<file path="src/rtl/irq_pkg.sv">
package irq_pkg;
    localparam int NSRC = 8;
    localparam int AW   = 8;
    localparam int DW   = 8;
    localparam int VW   = $clog2(NSRC);

    localparam logic [AW-1:0]   EN_ADDR  = 8'h20;
    localparam logic [NSRC-1:0] SRC_MASK = 8'b1101_1110;

    typedef struct packed {
        logic          hit;
        logic [VW-1:0] idx;
    } grant_t;

    // lowest set bit wins
    function automatic grant_t pick_lowest(input logic [NSRC-1:0] c);
        grant_t g;
        g.hit = 1'b0;
        g.idx = '0;
        for (int i = NSRC - 1; i >= 0; i--) begin
            if (c[i]) begin
                g.hit = 1'b1;
                g.idx = i[VW-1:0];
            end
        end
        return g;
    endfunction
endpackage

</file>
<file path="src/rtl/irq_en_reg.sv">
module irq_en_reg
    import irq_pkg::*;
#(
    parameter int                AW_P   = AW,
    parameter int                DW_P   = DW,
    parameter logic [AW_P-1:0]   ADDR_P = EN_ADDR,
    parameter logic [DW_P-1:0]   MASK_P = SRC_MASK
) (
    input  logic            clk,
    input  logic            rst,
    input  logic [AW_P-1:0] io_addr,
    input  logic            io_wr,
    input  logic [DW_P-1:0] io_wdata,
    input  logic            io_rd,
    output logic [DW_P-1:0] io_rdata,
    output logic [DW_P-1:0] en
);
    logic hit;
    assign hit = (io_addr == ADDR_P);

    always_ff @(posedge clk) begin
        if (rst)               en <= '0;
        else if (io_wr && hit) en <= io_wdata & MASK_P;
    end

    assign io_rdata = (io_rd && hit) ? en : '0;

    assert_write_R2: assert property (@(posedge clk) disable iff (rst)
        (io_wr && hit) |=> (en == ($past(io_wdata) & MASK_P)));
    assert_nowrite_R2: assert property (@(posedge clk) disable iff (rst)
        !(io_wr && hit) |=> $stable(en));
endmodule

</file>
<file path="src/rtl/irq_pend.sv">
module irq_pend
    import irq_pkg::*;
#(
    parameter int               N_P    = NSRC,
    parameter logic [N_P-1:0]   MASK_P = SRC_MASK
) (
    input  logic           clk,
    input  logic           rst,
    input  logic [N_P-1:0] evt,
    input  logic [N_P-1:0] clr,
    output logic [N_P-1:0] pend
);
    for (genvar i = 0; i < N_P; i++) begin : g_bit
        if (MASK_P[i]) begin : g_live
            always_ff @(posedge clk) begin
                if (rst) pend[i] <= 1'b0;
                else     pend[i] <= (pend[i] & ~clr[i]) | evt[i];
            end

            assert_set_R3: assert property (@(posedge clk) disable iff (rst)
                evt[i] |=> pend[i]);
            assert_clear_R7: assert property (@(posedge clk) disable iff (rst)
                (clr[i] && !evt[i]) |=> !pend[i]);
            assert_keep_R7: assert property (@(posedge clk) disable iff (rst)
                (pend[i] && !clr[i]) |=> pend[i]);
        end else begin : g_resv
            assign pend[i] = 1'b0;
        end
    end
endmodule

</file>
<file path="src/rtl/irq_arb.sv">
module irq_arb
    import irq_pkg::*;
#(
    parameter int N_P  = NSRC,
    parameter int VW_P = VW
) (
    input  logic            clk,
    input  logic            rst,
    input  logic [N_P-1:0]  cand,
    input  logic            boundary,
    input  logic            gie,
    input  logic            ack,
    output logic            valid,
    output logic [VW_P-1:0] idx,
    output logic [N_P-1:0]  clr
);
    grant_t win;
    logic   take;

    assign win  = pick_lowest(cand);
    assign take = !valid && boundary && gie && win.hit;
    assign clr  = (valid && ack) ? (N_P'(1) << idx) : '0;

    always_ff @(posedge clk) begin
        if (rst) begin
            valid <= 1'b0;
            idx   <= '0;
        end else if (valid && ack) begin
            valid <= 1'b0;
        end else if (take) begin
            valid <= 1'b1;
            idx   <= win.idx;
        end
    end

    assert_hold_R6: assert property (@(posedge clk) disable iff (rst)
        (valid && !ack) |=> (valid && $stable(idx)));
    assert_boundary_R4: assert property (@(posedge clk) disable iff (rst)
        $rose(valid) |-> ($past(boundary) && $past(gie)));
    assert_pick_R5: assert property (@(posedge clk) disable iff (rst)
        $rose(valid) |-> ((($past(cand) >> idx) & N_P'(1)) == N_P'(1)));
    assert_first_R5: assert property (@(posedge clk) disable iff (rst)
        $rose(valid) |-> (($past(cand) & ((N_P'(1) << idx) - N_P'(1))) == '0));
    assert_clr_R7: assert property (@(posedge clk) disable iff (rst)
        $onehot0(clr));
endmodule

</file>
<file path="src/rtl/irq_ctrl.sv">
module irq_ctrl
    import irq_pkg::*;
(
    input  logic          clk,
    input  logic          rst,
    input  logic [AW-1:0] io_addr,
    input  logic          io_wr,
    input  logic [DW-1:0] io_wdata,
    input  logic          io_rd,
    output logic [DW-1:0] io_rdata,
    input  logic [NSRC-1:0] evt,
    input  logic          gie,
    input  logic          instr_done,
    input  logic          irq_ack,
    output logic          irq_req,
    output logic [VW-1:0] irq_vec
);
    logic [NSRC-1:0] en, pend, clr, cand;
    logic            valid;

    irq_en_reg u_en (
        .clk(clk), .rst(rst), .io_addr(io_addr), .io_wr(io_wr),
        .io_wdata(io_wdata), .io_rd(io_rd), .io_rdata(io_rdata), .en(en)
    );

    irq_pend u_pend (
        .clk(clk), .rst(rst), .evt(evt), .clr(clr), .pend(pend)
    );

    assign cand = pend & en;

    irq_arb u_arb (
        .clk(clk), .rst(rst), .cand(cand), .boundary(instr_done), .gie(gie),
        .ack(irq_ack), .valid(valid), .idx(irq_vec), .clr(clr)
    );

    assign irq_req = valid && gie;

    assert_gie_R9: assert property (@(posedge clk) disable iff (rst)
        !gie |-> !irq_req);
    assert_resv_R10: assert property (@(posedge clk) disable iff (rst)
        irq_req |-> (irq_vec != 3'd0 && irq_vec != 3'd5));
endmodule

</file>
<file path="config.mk">
export PLATFORM = sky130hd
export DESIGN_NAME = irq_ctrl
export DESIGN_NICKNAME = d
export VERILOG_FILES = /design/src/rtl/irq_pkg.sv /design/src/rtl/irq_en_reg.sv /design/src/rtl/irq_pend.sv /design/src/rtl/irq_arb.sv /design/src/rtl/irq_ctrl.sv
export SDC_FILE = /design/constraint.sdc
export NUM_CORES = 1
export LEC_CHECK = 0
export CORE_MARGIN = 4
export CORE_UTILIZATION = 37
export CTS_BUF_LIST = sky130_fd_sc_hd__clkbuf_16
export DETAILED_ROUTE_END_ITERATION = 12
export PLACE_DENSITY = 0.79
export SETUP_SLACK_MARGIN = 0.1
export SYNTH_ARGS = -nofsm -noshare
export SYNTH_HDL_FRONTEND = slang
export SYNTH_SLANG_ARGS = --single-unit
</file>
<file path="constraint.sdc">
create_clock -name clk -period 1.52 [get_ports clk]
set_clock_uncertainty 0.05 [all_clocks]
set_input_delay 0.38 -clock clk [delete_from_list [all_inputs] [get_ports clk]]
set_output_delay 0.38 -clock clk [all_outputs]
set_load 0.05 [all_outputs]
</file>
==> flow_metrics.py <==
metrics = {
    "critical_path": {
        "crit_fanout": 6,
        "worst_setup_path_end_kind": "primary output",
        "critPathLaunchType": "primary input",
        "cp.required_ns": 1.09,
        "arrival_ns": 1.33,
        "setup.worst_path.class": "primary input to primary output",
    },
    "yosys": {
        "synth-edff-count": 0,
        "yosysWarnings": 0,
        "synth_area_per_cell_um2": 8.93,
        "netlist_instances": 88,
        "ys.flop_type": "dfxtp_1",
        "ys_seq_elements": 16,
        "async_reset_ff_frac": 0,
        "yosysUniqueCellTypes": 32,
        "synth_seq_area_share": 0.408,
        "synth_area_um2": 786,
    },
    "floorplanning": {
        "start_util": 0.396,
        "coreArea_um2": 1980,
        "die_h_um": 54.1,
        "pin_count": 43,
        "die_w_um": 54.1,
        "core.rowCount": 16,
        "die_area_um2": 2930,
    },
    "power_and_ir_drop": {
        "switchingPower_w": 0.000211,
        "p_clk_frac": 0.466,
        "fin_total_pwr_w": 0.00106,
        "power_density_nw_per_um2": 698,
        "peakVddDrop_mv": 0.914,
        "pwr-share-comb": 0.114,
        "p_leak_nw": 0.640,
        "power_frac_seq": 0.420,
        "p_int_w": 0.000850,
        "switching_share": 0.199,
    },
    "finish": {
        "drive_above_1_share": 0.460,
        "insertedDiodeCount": 0,
        "area_growth_pct": 93.6,
        "finalNetCount": 170,
        "nFillCells": 125,
    },
    "timing": {
        "tns_ns": -1.37,
        "finalCriticalPeriod_ns": 1.76,
        "max_freq_mhz": 569,
        "fin_ws_ns": -0.236,
        "hold_violations": 0,
        "slew_violations": 0,
        "finalCritPeriodShare": 1.16,
        "rsz0062_at_grt": "true",
        "whs_ns": 0.453,
        "setup_viol": 6,
    },
    "routing": {
        "routed_wirelength_mm": 2.50,
        "first_iter_violations": 23,
        "avgRoutedWirePerCell_um": 15.3,
        "num_vias": 833,
        "viasPerCell": 5.08,
        "antenna_left": 0,
        "drcViolationCount": 0,
        "drt-pass1-iter-count": 4,
    },
    "clock_network": {
        "clockRootBuffer": "clkbuf_16",
        "insertion_delay_ns": 0.24,
        "cts_num_sinks": 16,
        "ctsHoldBuffers": 0,
        "cts.reportedPaths.clkPinSlew_ns": 0.05,
        "htree_levels": 1,
        "cts_tree": "built",
        "clockBufferDepth": 2,
        "cts_buffers": 3,
    },
    "grt": {
        "antenna_found_initial": 0,
        "grt_pass1_wl_mm": 3.73,
        "first_global_vias": 817,
        "grt_max_degree": 17,
        "grt_util_all_layers": 0.180,
        "grt-ovfl-total": 0,
    },
    "flow_run": {
        "maxCapViolCount": 0,
    },
    "place": {
        "portBuffers": 36,
        "place_ws_ns": -0.608,
        "routabilityCongestion": 0.774,
        "dp_hpwl_mm": 1.71,
    },
    "min_path": {
        "hp-class": "register to register",
    },
    "run_status": {
        "failed_checks": "negative setup slack",
        "status": "complete, but fails checks",
    },
}
layout make-up:
type | count | area (µm²) | area share
inverter | 5 | 18.8 | 0.0123
timing repair buffer | 49 | 561 | 0.368
multi-input combinational | 64 | 505 | 0.332
tap | 27 | 33.8 | 0.0222
clock buffer | 3 | 75.1 | 0.0493
sequential | 16 | 328 | 0.215
final timing paths:
| path | start | end | slack (ns) | cells after the start |
|---|---|---|---|---|
| worst max-delay path | io_addr[6] | io_rdata[4] | -0.24 | 5 |
| worst min-delay path | u_arb.idx[0] | u_arb.idx[0] | 0.45 | 2 |
| worst max register to register | u_pend.pend[3] | u_arb.idx[1] | 0.08 | 6 |
| worst min register to register | u_arb.idx[0] | u_arb.idx[0] | 0.45 | 2 |
sequential cells by signal (all words and copies together), names as in the netlist:
| signal | flops |
|---|---|
| u_arb.idx | 3 |
| u_pend.pend | 6 |
| u_arb.valid | 1 |
| u_en.en | 6 |
metrics by stage:
stage,area (µm²),instances,utilization
floorplan,828,89,-
global placement,1360,156,0.686
detailed placement,1360,156,0.686
CTS,1490,164,0.753
global route,1520,164,0.768
finish,1520,164,0.768
layout by cell type (no fill, tap or decap), types with 5 or more instances in the layout:
master           instances
clkdlybuf4s50_1         14
buf_12                  10
buf_4                   10
dfxtp_1                 10
nor2_1                   8
and2_4                   7
buf_6                    7
a21oi_1                  6
mux2i_1                  6
dfxtp_2                  6
inv_1                    5
Yosys cell counts, types with 2 or more instances:
| master | number | area share |
|---|---|---|
| nand2b_1 | 2 | 0.016 |
| a21oi_1 | 8 | 0.051 |
| mux2i_1 | 6 | 0.076 |
| buf_4 | 2 | 0.019 |
| clkbuf_1 | 2 | 0.0096 |
| o21ai_0 | 4 | 0.025 |
| dfxtp_1 | 16 | 0.41 |
| nor2_1 | 9 | 0.043 |
| a22oi_1 | 2 | 0.019 |
| and2_1 | 6 | 0.048 |
| nand2_1 | 6 | 0.029 |
| inv_1 | 5 | 0.024 |
worst max-delay path, stage by stage:
cell and delay [ns]:
buf_6 0.10, nor4b_4 0.29, and3_4 0.27, and2_4 0.16
buf_12 0.13
kinds of logic (layout without fill, tap and decap cells):
group	after synthesis	in the layout	synth area share
compound gates	22	22	0.189
buf+inv	9	57	0.0525
flops	16	16	0.408
mux	6	6	0.0764
other cells	1	2	0.00477
simple gates	34	34	0.269
metal layers:
| metal | routed length, µm | part of all wire | track usage | vias up |
|---|---|---|---|---|
| met5 | 0 | 0 | 0 | - |
| met4 | 34 | 0.014 | 0.0498 | 0 |
| met3 | 137 | 0.055 | 0.0416 | 4 |
| met2 | 1390 | 0.55 | 0.343 | 29 |
| met1 | 947 | 0.38 | 0.194 | 396 |
| li1 | - | - | - | 404 |
power by group through the flow:
stage                     clock network [W]  logic [W]  registers, W
after floorplan                           0  0.0000400      0.000447
after global placement                    0   0.000117      0.000450
after detailed placement                  0   0.000120      0.000451
after CTS                          0.000496   0.000120      0.000444
after global routing               0.000522   0.000129      0.000446
final                              0.000494   0.000121      0.000446
repair_timing:
action                                  CTS  global route
pin swaps                                13             6
gates resized for setup                  45             9
buffers inserted                          7             2
endpoints found under the setup margin   19            16
No activity file was read; power rests on OpenSTA's default activity.
